[src/rtl/bist_pkg.sv]
package bist_pkg;
  typedef enum logic {
    PH_RUN  = 1'b0,
    PH_HOLD = 1'b1
  } bist_phase_e;
endpackage

[src/rtl/bist_lfsr.sv]
// Shift register with XOR feedback into the top stage; optional serial
// fold-in, serial shift-out and lockup guard.
module bist_lfsr #(
  parameter int          N        = 3,
  parameter logic [N-1:0] TAPS    = 3'b011,
  parameter logic [N-1:0] SEED    = 3'b100,
  parameter bit          GUARD_NZ = 1'b0
) (
  input  logic         clk,
  input  logic         rst,
  input  logic         adv,
  input  logic         shift,
  input  logic         sin,
  output logic [N-1:0] q,
  output logic [N-1:0] q_nxt
);
  logic fb;

  always_comb begin
    fb    = (^(q & TAPS)) ^ sin;
    q_nxt = {fb, q[N-1:1]};
  end

  always_ff @(posedge clk) begin
    if (rst)        q <= SEED;
    else if (adv)   q <= q_nxt;
    else if (shift) q <= {q[N-2:0], 1'b0};
  end

  // nothing moves when neither advancing nor shifting
  a_r6_hold_still: assert property (@(posedge clk) disable iff (rst)
    (!adv && !shift) |=> $stable(q));

  generate
    if (GUARD_NZ) begin : g_guard
      // generator never locks into all zeros
      a_r3_never_zero: assert property (@(posedge clk) disable iff (rst)
        q != '0);
    end
  endgenerate
endmodule

[src/rtl/bist_seq.sv]
module bist_seq
  import bist_pkg::*;
#(
  parameter int CYCLES = 7
) (
  input  logic clk,
  input  logic rst,
  output logic adv,
  output logic last,
  output logic done
);
  localparam int CW = $clog2(CYCLES + 1);

  bist_phase_e   phase;
  logic [CW-1:0] cnt;

  always_comb begin
    adv  = (phase == PH_RUN);
    last = adv && (cnt == CW'(CYCLES - 1));
    done = (phase == PH_HOLD);
  end

  always_ff @(posedge clk) begin
    if (rst) begin
      phase <= PH_RUN;
      cnt   <= '0;
    end else if (adv) begin
      cnt <= cnt + 1'b1;
      if (last) phase <= PH_HOLD;
    end
  end

  // done only after exactly CYCLES run clocks
  a_r5_done_at_count: assert property (@(posedge clk) disable iff (rst)
    done |-> (cnt == CW'(CYCLES)));
  a_r5_run_below_count: assert property (@(posedge clk) disable iff (rst)
    !done |-> (cnt < CW'(CYCLES)));
  // done is sticky until reset
  a_r6_done_sticky: assert property (@(posedge clk) disable iff (rst)
    done |=> done);
endmodule

[src/rtl/bist_cmp.sv]
module bist_cmp #(
  parameter int           N      = 3,
  parameter logic [N-1:0] GOLDEN = 3'b011
) (
  input  logic         clk,
  input  logic         rst,
  input  logic         last,
  input  logic         done,
  input  logic [N-1:0] sig_nxt,
  output logic         pass,
  output logic         fail
);
  always_ff @(posedge clk) begin
    if (rst) begin
      pass <= 1'b0;
      fail <= 1'b0;
    end else if (last) begin
      pass <= (sig_nxt == GOLDEN);
      fail <= (sig_nxt != GOLDEN);
    end
  end

  // no verdict before the run ends
  a_r8_quiet_early: assert property (@(posedge clk) disable iff (rst)
    !done |-> (!pass && !fail));
  // exactly one verdict once done
  a_r7_one_verdict: assert property (@(posedge clk) disable iff (rst)
    done |-> (pass != fail));
  // verdict does not follow the shifting register
  a_r9_verdict_held: assert property (@(posedge clk) disable iff (rst)
    done |=> ($stable(pass) && $stable(fail)));
endmodule

[src/rtl/bist_engine.sv]
module bist_engine #(
  parameter int           N      = 3,
  parameter logic [N-1:0] TAPS   = 3'b011,
  parameter logic [N-1:0] SEED   = 3'b100,
  parameter logic [N-1:0] GOLDEN = 3'b011,
  parameter int           CYCLES = (1 << N) - 1
) (
  input  logic         clk,
  input  logic         rst,
  output logic [N-1:0] pattern,
  input  logic         resp,
  input  logic         shift_en,
  output logic         done,
  output logic         pass,
  output logic         fail,
  output logic         sout
);
  logic         adv;
  logic         last;
  logic [N-1:0] gen_nxt;
  logic [N-1:0] sig;
  logic [N-1:0] sig_nxt;

  bist_seq #(.CYCLES(CYCLES)) u_seq (
    .clk (clk),
    .rst (rst),
    .adv (adv),
    .last(last),
    .done(done)
  );

  bist_lfsr #(.N(N), .TAPS(TAPS), .SEED(SEED), .GUARD_NZ(1'b1)) u_gen (
    .clk  (clk),
    .rst  (rst),
    .adv  (adv),
    .shift(1'b0),
    .sin  (1'b0),
    .q    (pattern),
    .q_nxt(gen_nxt)
  );

  bist_lfsr #(.N(N), .TAPS(TAPS), .SEED('0), .GUARD_NZ(1'b0)) u_sig (
    .clk  (clk),
    .rst  (rst),
    .adv  (adv),
    .shift(done & shift_en),
    .sin  (resp),
    .q    (sig),
    .q_nxt(sig_nxt)
  );

  bist_cmp #(.N(N), .GOLDEN(GOLDEN)) u_cmp (
    .clk    (clk),
    .rst    (rst),
    .last   (last),
    .done   (done),
    .sig_nxt(sig_nxt),
    .pass   (pass),
    .fail   (fail)
  );

  assign sout = sig[N-1];

  // generator follows its next-state rule on each run clock
  a_r1_gen_step: assert property (@(posedge clk) disable iff (rst)
    (adv && !$past(rst)) |-> (pattern == {$past(pattern[1]) ^ $past(pattern[0]),
                                          $past(pattern[2]), $past(pattern[1])})
                          || $past(!adv));
  // shift request ignored while running
  a_r10_no_early_shift: assert property (@(posedge clk) disable iff (rst)
    (!done && shift_en) |=> !done || (pass || fail));
endmodule

[config.mk]
export PLATFORM = sky130hd
export DESIGN_NAME = bist_engine
export DESIGN_NICKNAME = d
export VERILOG_FILES = /design/src/rtl/bist_pkg.sv /design/src/rtl/bist_lfsr.sv /design/src/rtl/bist_seq.sv /design/src/rtl/bist_cmp.sv /design/src/rtl/bist_engine.sv
export SDC_FILE = /design/constraint.sdc
export NUM_CORES = 1
export LEC_CHECK = 0
export BUFFER_PORTS_ARGS = -buffer_cell sky130_fd_sc_hd__buf_2
export CAP_MARGIN = 40
export CORE_MARGIN = 4
export CORE_UTILIZATION = 30
export CTS_CLUSTER_DIAMETER = 40
export DETAILED_ROUTE_END_ITERATION = 10
export SLEW_MARGIN = 40
export SYNTH_ARGS = -nofsm -noshare
export SYNTH_HDL_FRONTEND = slang
export SYNTH_SLANG_ARGS = --single-unit
[constraint.sdc]
create_clock -name clk -period 1.89 [get_ports clk]
set_input_delay 0.189 -clock clk [delete_from_list [all_inputs] [get_ports clk]]
set_output_delay 0.189 -clock clk [all_outputs]
set_load 0.02 [all_outputs]
==> metrics.txt, run 1 <==
# TYPE chip_impl_metric gauge
chip_impl_info{name="min_path_type",value="in -> reg"} 1
chip_impl_metric{name="num-nets-final",unit=""} 73
chip_impl_metric{name="cp_max_fo",unit=""} 18
chip_impl_metric{name="report.final.slew_viol_count",unit=""} 0
chip_impl_metric{name="detailedPlacementHpwl",unit="µm"} 668
chip_impl_metric{name="timing.clock.skew",unit="ns"} 0.00780
chip_impl_metric{name="yosysSeqAreaShare",unit="%"} 47.5
chip_impl_metric{name="worstSkewPairLatency",unit="ns"} 0.28
chip_impl_metric{name="postCtsResizedCells",unit=""} 0
chip_impl_info{name="critical_path_class",value="reg -> out"} 1
chip_impl_metric{name="drc",unit=""} 0
chip_impl_info{name="netlist_top_cells_area",value="sky130_fd_sc_hd__dfxtp_1, sky130_fd_sc_hd__mux2i_1, sky130_fd_sc_hd__nor2_1"} 1
chip_impl_info{name="run_status",value="finished, final reports clean"} 1
chip_impl_metric{name="finalNonFillerCells",unit=""} 82
chip_impl_metric{name="drt-total-wl",unit="µm"} 929
chip_impl_metric{name="period_share",unit="%"} 76.0
chip_impl_metric{name="cts.clk_slew.worst_paths",unit="ns"} 0.08
chip_impl_metric{name="yosys-mux-area-fraction",unit="%"} 7.92
chip_impl_info{name="yosysTopAreaCell",value="sky130_fd_sc_hd__dfxtp_1"} 1
chip_impl_metric{name="drt_first_iter_violations",unit=""} 3
chip_impl_metric{name="max_freq",unit="MHz"} 696
chip_impl_metric{name="timing.critical_path.buf_inv",unit=""} 1
chip_impl_metric{name="initial_antenna_violation_count",unit=""} 0
chip_impl_metric{name="max-cap-violations",unit=""} 0
chip_impl_metric{name="first_pass_grt_wire_length",unit="mm"} 1.48
chip_impl_metric{name="gp_routability_congestion",unit=""} 0.648
chip_impl_metric{name="netlist_instances",unit=""} 54
chip_impl_metric{name="max_clock_buf_depth",unit=""} 2
chip_impl_metric{name="buffer_ports.inserted",unit=""} 10
chip_impl_metric{name="maxSlewHeadroom",unit="%"} 61.3
chip_impl_metric{name="cp_data_required_time",unit="ns"} 1.70
chip_impl_metric{name="pwr_dens",unit="nW/µm²"} 944
chip_impl_metric{name="cts_sinks",unit=""} 12
chip_impl_metric{name="layout-drive-gt1-share",unit="%"} 21.2
chip_impl_metric{name="mappedNetlistArea",unit="µm²"} 505
chip_impl_info{name="path_cells",value="buf_2"} 1
chip_impl_metric{name="clock_tree.htree_level_count",unit=""} 1
chip_impl_metric{name="synthDominantCellAreaShare",unit="%"} 47.5
chip_impl_info{name="critPathCaptureType",value="output pin"} 1
chip_impl_metric{name="power.ir.vdd_worst",unit="mV"} 0.479
chip_impl_metric{name="timing.final.setup_violations",unit=""} 0
chip_impl_metric{name="hold_violations",unit=""} 0
chip_impl_info{name="crit_family",value="flip-flops"} 1
chip_impl_metric{name="vias_in_the_first_global_route",unit=""} 351
chip_impl_info{name="setup.worst_path.start_class",value="register"} 1
chip_impl_info{name="synth_top_family_by_area",value="simple AND/OR/NAND/NOR gates"} 1
chip_impl_metric{name="diodes",unit=""} 0
chip_impl_metric{name="synth_xor_area_share",unit="%"} 6.93
chip_impl_metric{name="layout-area-overhead-vs-synth",unit="%"} 19.3
chip_impl_metric{name="synth_compound_area_share",unit="%"} 11.1
chip_impl_metric{name="placed_cells",unit=""} 78
chip_impl_metric{name="critical_path.max_stage_delay",unit="ns"} 0.70
chip_impl_metric{name="synth-adder-area-share",unit="%"} 4.95
chip_impl_metric{name="postSynthAreaPerCell",unit="µm²"} 9.36
chip_impl_metric{name="layout_min_cycle_time",unit="ns"} 1.44
chip_impl_metric{name="core_area",unit="µm²"} 1540
chip_impl_metric{name="synth_simple_gate_area_share",unit="%"} 18.3
chip_impl_metric{name="chipHeight",unit="µm"} 49.1
chip_impl_metric{name="die_w",unit="µm"} 49.1
chip_impl_metric{name="filler_cell_count",unit=""} 164
chip_impl_metric{name="number_of_vias_per_cell_after_detailed_routing",unit=""} 4.96
chip_impl_metric{name="cts_post_setup_buffers_inserted",unit=""} 0
chip_impl_metric{name="synthDistinctLibCells",unit=""} 22
chip_impl_metric{name="power_leakage",unit="nW"} 0.264
chip_impl_metric{name="synth.ff_latch_count",unit=""} 12
chip_impl_metric{name="io-pin-count",unit=""} 11
chip_impl_metric{name="timing.setup.tns",unit="ns"} 0
chip_impl_metric{name="number_of_cts_inserted_buffers",unit=""} 3
chip_impl_metric{name="route.vias.total",unit=""} 407
chip_impl_metric{name="yosys_warnings",unit=""} 0
chip_impl_metric{name="largest_net_degree_at_the_start_of_global_routing",unit=""} 19
chip_impl_metric{name="ant_nets",unit=""} 0
chip_impl_metric{name="worstMarginPinSlew",unit="ns"} 0.580
chip_impl_metric{name="synthesis.nets",unit=""} 60
chip_impl_metric{name="grt_usage",unit="%"} 8.11
chip_impl_metric{name="cts-hold-fix-buffers",unit=""} 0
chip_impl_metric{name="cp.arrival",unit="ns"} 1.25
chip_impl_metric{name="grt_remaining_overflow",unit=""} 0
chip_impl_metric{name="first_pass_iters",unit=""} 2
chip_impl_metric{name="num_rows",unit=""} 14
chip_impl_metric{name="wirelength_per_cell",unit="µm"} 11.3
chip_impl_metric{name="floorplan.initialDensity",unit="%"} 32.8
chip_impl_info{name="library_cell_contributing_the_largest_single_delay_on_the_critical_path",value="sky130_fd_sc_hd__dfxtp_1"} 1
chip_impl_metric{name="die_area",unit="µm²"} 2410
chip_impl_info{name="cts_root_buf",value="sky130_fd_sc_hd__clkbuf_4"} 1
chip_impl_info{name="tritoncts",value="built"} 1
chip_impl_info{name="rsz0062_at_grt",value="false"} 1
-- power breakdown --
group,switching [mW],internal (mW),leakage [nW],total [mW]
Clock,0.0878,0.117,0.0210,0.205
Sequential,0.0196,0.272,0.0987,0.292
Combinational,0.0401,0.0329,0.144,0.0730
Total,0.147,0.422,0.264,0.570
-- kinds of logic (layout without fill, tap and decap cells) --
group	Yosys count	after routing
compound gates	9	9
xor+xnor	4	4
fa+ha+maj	2	2
buf+inv	4	16
flops	12	12
mux	4	4
simple gates	19	19
-- metal layers --
metal	vias to the layer above	wire length [µm]	global-route usage [%]
met4	0	6	4.04
met1	181	417	8.53
li1	211	-	-
met2	13	429	11.5
met5	-	0	0
met3	2	75	6.42
-- metrics by stage --
stage                     area, µm²  setup WS, ns  total power [mW]  utilization [%]  hold WS [ns]
after floorplan                 505         0.750             0.348                -         0.268
after global placement          567         0.683             0.370             36.8         0.466
after detailed placement        567         0.658             0.371             36.8         0.471
after CTS                       603         0.452             0.579             39.1         0.215
after global routing            603         0.383             0.603             39.1         0.220
final                           603         0.453             0.570             39.1         0.220
-- state kept, by name, summed over array words and instances (netlist names) --
| name | cells |
|---|---|
| u_gen.q | 3 |
| u_seq.cnt | 3 |
| u_cmp.fail | 1 |
| u_seq.done | 1 |
| u_sig.q | 3 |
| u_cmp.pass | 1 |
-- area by class of cell --
class                      instances  area (µm²)  area share [%]
clock buffer                       4        36.3            6.02
inverter                           2        7.51            1.24
timing repair buffer              10        50.0            8.30
tap                               16        20.0            3.32
multi-input combinational         38         249            41.3
sequential                        12         240            39.8
-- worst paths after layout --
path              start    endpoint  slack [ns]  depth (start not counted)
max          u_seq.done        done        0.45                          1
min                 rst  u_seq.done        0.22                          2
max reg2reg  u_seq.done  u_cmp.fail        0.64                          3
min reg2reg  u_cmp.pass  u_cmp.pass        0.48                          2
-- cell usage after synthesis, drive strengths merged --
master,number
mux2i,4
nor2,8
xor2,2
nor3,2
ha,2
a21oi,3
nor2b,1
xnor2,2
or3,2
a211oi,1
o21ai,1
nand2,2
inv,2
dfxtp,12
clkbuf,1
a31oi,2
nand2b,2
a2bb2oi,1
nand4,1
buf,1
nand3b,1
o211ai,1
-- placed cells by master (no fill, tap or decap), types with 3 or more instances in the layout --
master                     count
sky130_fd_sc_hd__dfxtp_1      12
sky130_fd_sc_hd__buf_2        10
sky130_fd_sc_hd__nor2_1        8
sky130_fd_sc_hd__mux2i_1       4
sky130_fd_sc_hd__a21oi_1       3
sky130_fd_sc_hd__clkbuf_4      3
Power figures use the tool's default switching activity.
==> run 2: changes to the inputs <==
==> constraint.sdc (replaced) <==
create_clock -name clk -period 1.26 [get_ports clk]
set_input_delay 0.126 -clock clk [delete_from_list [all_inputs] [get_ports clk]]
set_output_delay 0.126 -clock clk [all_outputs]
set_load 0.02 [all_outputs]
==> run 2 against run 1 <==
Compared with the run above: clock power grew 50%; largest power group unchanged; die area is the same; critical path type is now reg -> reg; sequential cell count is the same; count of clock-buffer cells in the layout is the same; worst setup slack lost 0.35 ns.
==> metrics.txt, run 2 (synthesis results as in run 1) <==
# TYPE chip_impl_metric gauge
chip_impl_info{name="run_status",value="finished, final reports clean"} 1
chip_impl_metric{name="layout_min_cycle_time",unit="ns"} 1.16
chip_impl_metric{name="pwr_dens",unit="nW/µm²"} 1380
chip_impl_metric{name="clock_tree.htree_level_count",unit=""} 1
chip_impl_metric{name="grt_usage",unit="%"} 8.92
chip_impl_metric{name="timing.critical_path.buf_inv",unit=""} 1
chip_impl_info{name="critical_path_class",value="reg -> reg"} 1
chip_impl_metric{name="core_area",unit="µm²"} 1540
chip_impl_metric{name="die_w",unit="µm"} 49.1
chip_impl_metric{name="placed_cells",unit=""} 80
chip_impl_metric{name="wirelength_per_cell",unit="µm"} 10.7
chip_impl_metric{name="buffer_ports.inserted",unit=""} 10
chip_impl_metric{name="maxSlewHeadroom",unit="%"} 80.3
chip_impl_info{name="min_path_type",value="in -> reg"} 1
chip_impl_metric{name="layout-drive-gt1-share",unit="%"} 29.4
chip_impl_info{name="cts_root_buf",value="sky130_fd_sc_hd__clkbuf_4"} 1
chip_impl_metric{name="drc",unit=""} 0
chip_impl_metric{name="worst_hold_path.num_cells",unit=""} 2
chip_impl_metric{name="timing.setup.tns",unit="ns"} 0
chip_impl_metric{name="power.ir.vdd_worst",unit="mV"} 0.667
chip_impl_metric{name="diodes",unit=""} 0
chip_impl_metric{name="chipHeight",unit="µm"} 49.1
chip_impl_metric{name="io-pin-count",unit=""} 11
chip_impl_metric{name="floorplan.initialDensity",unit="%"} 32.8
chip_impl_info{name="setup.worst_path.start_class",value="register"} 1
chip_impl_metric{name="drt_first_iter_violations",unit=""} 6
chip_impl_metric{name="period_share",unit="%"} 92.2
chip_impl_metric{name="report.final.slew_viol_count",unit=""} 0
chip_impl_info{name="critPathCaptureType",value="register"} 1
chip_impl_metric{name="detailed_place.area",unit="µm²"} 582
chip_impl_metric{name="ant_nets",unit=""} 0
chip_impl_metric{name="first_pass_grt_wire_length",unit="mm"} 1.60
chip_impl_metric{name="max-cap-violations",unit=""} 0
chip_impl_metric{name="timing.clock.skew",unit="ns"} 0.00553
chip_impl_metric{name="hold_violations",unit=""} 0
chip_impl_metric{name="die_area",unit="µm²"} 2410
chip_impl_metric{name="worstMarginPinSlew",unit="ns"} 0.293
chip_impl_metric{name="cts_post_setup_buffers_inserted",unit=""} 0
chip_impl_metric{name="initial_antenna_violation_count",unit=""} 0
chip_impl_info{name="top_regs",value="u_gen.q: 3 flops, u_seq.cnt: 3 flops, u_sig.q: 3 flops"} 1
chip_impl_metric{name="worst-r2r-setup-slack",unit="ns"} 0.1
chip_impl_metric{name="drt-total-wl",unit="µm"} 900
chip_impl_info{name="rsz0062_at_grt",value="true"} 1
chip_impl_metric{name="cp_data_required_time",unit="ns"} 1.48
chip_impl_metric{name="r2r_cells",unit=""} 5
chip_impl_metric{name="largest_net_degree_at_the_start_of_global_routing",unit=""} 16
chip_impl_metric{name="num_rows",unit=""} 14
chip_impl_info{name="min_from",value="rst"} 1
chip_impl_info{name="library_cell_contributing_the_largest_single_delay_on_the_critical_path",value="sky130_fd_sc_hd__dfxtp_2"} 1
chip_impl_metric{name="worstSkewPairLatency",unit="ns"} 0.28
chip_impl_metric{name="grt_remaining_overflow",unit=""} 0
chip_impl_metric{name="layout-area-overhead-vs-synth",unit="%"} 23.5
chip_impl_metric{name="cts.clk_slew.worst_paths",unit="ns"} 0.08
chip_impl_metric{name="cts-hold-fix-buffers",unit=""} 0
chip_impl_metric{name="number_of_cts_inserted_buffers",unit=""} 3
chip_impl_metric{name="cts_sinks",unit=""} 12
chip_impl_metric{name="vias_in_the_first_global_route",unit=""} 370
chip_impl_metric{name="post-place-ws",unit="ns"} 0.0980
chip_impl_info{name="endpoint_of_the_worst_slack_reg_to_reg_timing_path",value="u_cmp.pass"} 1
chip_impl_metric{name="detailedPlacementHpwl",unit="µm"} 648
chip_impl_info{name="launch_point_of_the_critical_path",value="u_seq.cnt[0]"} 1
chip_impl_metric{name="power_leakage",unit="nW"} 0.274
chip_impl_metric{name="layout.cell_area.non_filler",unit="µm²"} 624
chip_impl_metric{name="critical_path.max_stage_delay",unit="ns"} 0.34
chip_impl_metric{name="number_of_vias_per_cell_after_detailed_routing",unit=""} 5.05
chip_impl_info{name="layout.cells.most_common_list",value="sky130_fd_sc_hd__buf_2, sky130_fd_sc_hd__dfxtp_1, sky130_fd_sc_hd__nor2_1"} 1
chip_impl_metric{name="max_clock_buf_depth",unit=""} 2
chip_impl_metric{name="finalPower",unit="mW"} 0.859
chip_impl_info{name="crit_family",value="simple AND/OR/NAND/NOR gates"} 1
chip_impl_info{name="path_cells",value="inv_1 -> ha_2 -> nand4_1 -> or3_1 -> a21oi_1"} 1
chip_impl_metric{name="timing.final.setup_violations",unit=""} 0
chip_impl_info{name="min_to",value="u_seq.done"} 1
chip_impl_metric{name="first_pass_iters",unit=""} 5
chip_impl_metric{name="layout_setup_ws",unit="ns"} 0.0985
chip_impl_metric{name="gp_routability_congestion",unit=""} 0.717
chip_impl_metric{name="final_core_utilization",unit="%"} 40.5
chip_impl_metric{name="cp_max_fo",unit=""} 3
chip_impl_metric{name="finalNonFillerCells",unit=""} 84
chip_impl_metric{name="max_freq",unit="MHz"} 861
chip_impl_info{name="tritoncts",value="built"} 1
chip_impl_metric{name="holdWs",unit="ns"} 0.161
chip_impl_metric{name="num-nets-final",unit=""} 75
chip_impl_info{name="layout.cells.most_common",value="sky130_fd_sc_hd__buf_2"} 1
chip_impl_metric{name="cp.arrival",unit="ns"} 1.38
chip_impl_info{name="crit-reg2reg-launch",value="u_seq.cnt[0]"} 1
chip_impl_metric{name="route.vias.total",unit=""} 424
## run 2: cell types whose count changed in the layout (fill, tap and decap cells not counted)
cell,previous run,this run
sky130_fd_sc_hd__dfxtp_2,0,3
sky130_fd_sc_hd__ha_1,2,1
sky130_fd_sc_hd__buf_4,0,2
sky130_fd_sc_hd__ha_2,0,1
sky130_fd_sc_hd__dfxtp_1,12,9
## run 2: worst max path at each step
stage | end | slack [ns] | depth (start not counted)
6_report | u_cmp.pass | 0.1 | 5
5_1_grt | u_cmp.pass | -0.01 | 5
4_1_cts | u_cmp.pass | 0.09 | 5
3_5_place_dp | u_cmp.pass | 0.1 | 5
3_3_place_gp | u_cmp.pass | 0.13 | 5
2_1_floorplan | u_gen.q[1] | 0.12 | 3
## run 2: what timing repair did
action                                  in CTS  in global routing
gates cloned                                 0                  0
gates resized for setup                      1                  3
endpoints found under the setup margin       1                  1
## run 2: worst register-to-register path: stages (launching register included)
cell,delay (ns)
sky130_fd_sc_hd__dfxtp_2,0.34
sky130_fd_sc_hd__inv_1,0.05
sky130_fd_sc_hd__ha_2,0.18
sky130_fd_sc_hd__nand4_1,0.11
sky130_fd_sc_hd__or3_1,0.32
sky130_fd_sc_hd__a21oi_1,0.11
## run 2: area by class of cell
class,count,area (µm²)
flip-flops and latches,12,244
fillers,169,917
repair buffers,12,65.1
well taps,16,20.0
inverters,2,7.51
clock buffers,4,36.3
multi-input cells,38,251
## run 2: per-layer routing
layer,global-route usage [%],up-vias,wire (µm)
met5,0,-,0
met4,8.07,0,39
met3,4.28,5,70
met2,12.8,14,390
met1,9.44,191,400
li1,-,214,-
## run 2: power breakdown
part	total, mW	internal, mW	leakage (nW)	switching [mW]
combinational	0.113	0.0516	0.154	0.0609
sequential	0.439	0.410	0.0997	0.0286
clock	0.308	0.176	0.0210	0.132
total	0.859	0.637	0.274	0.222
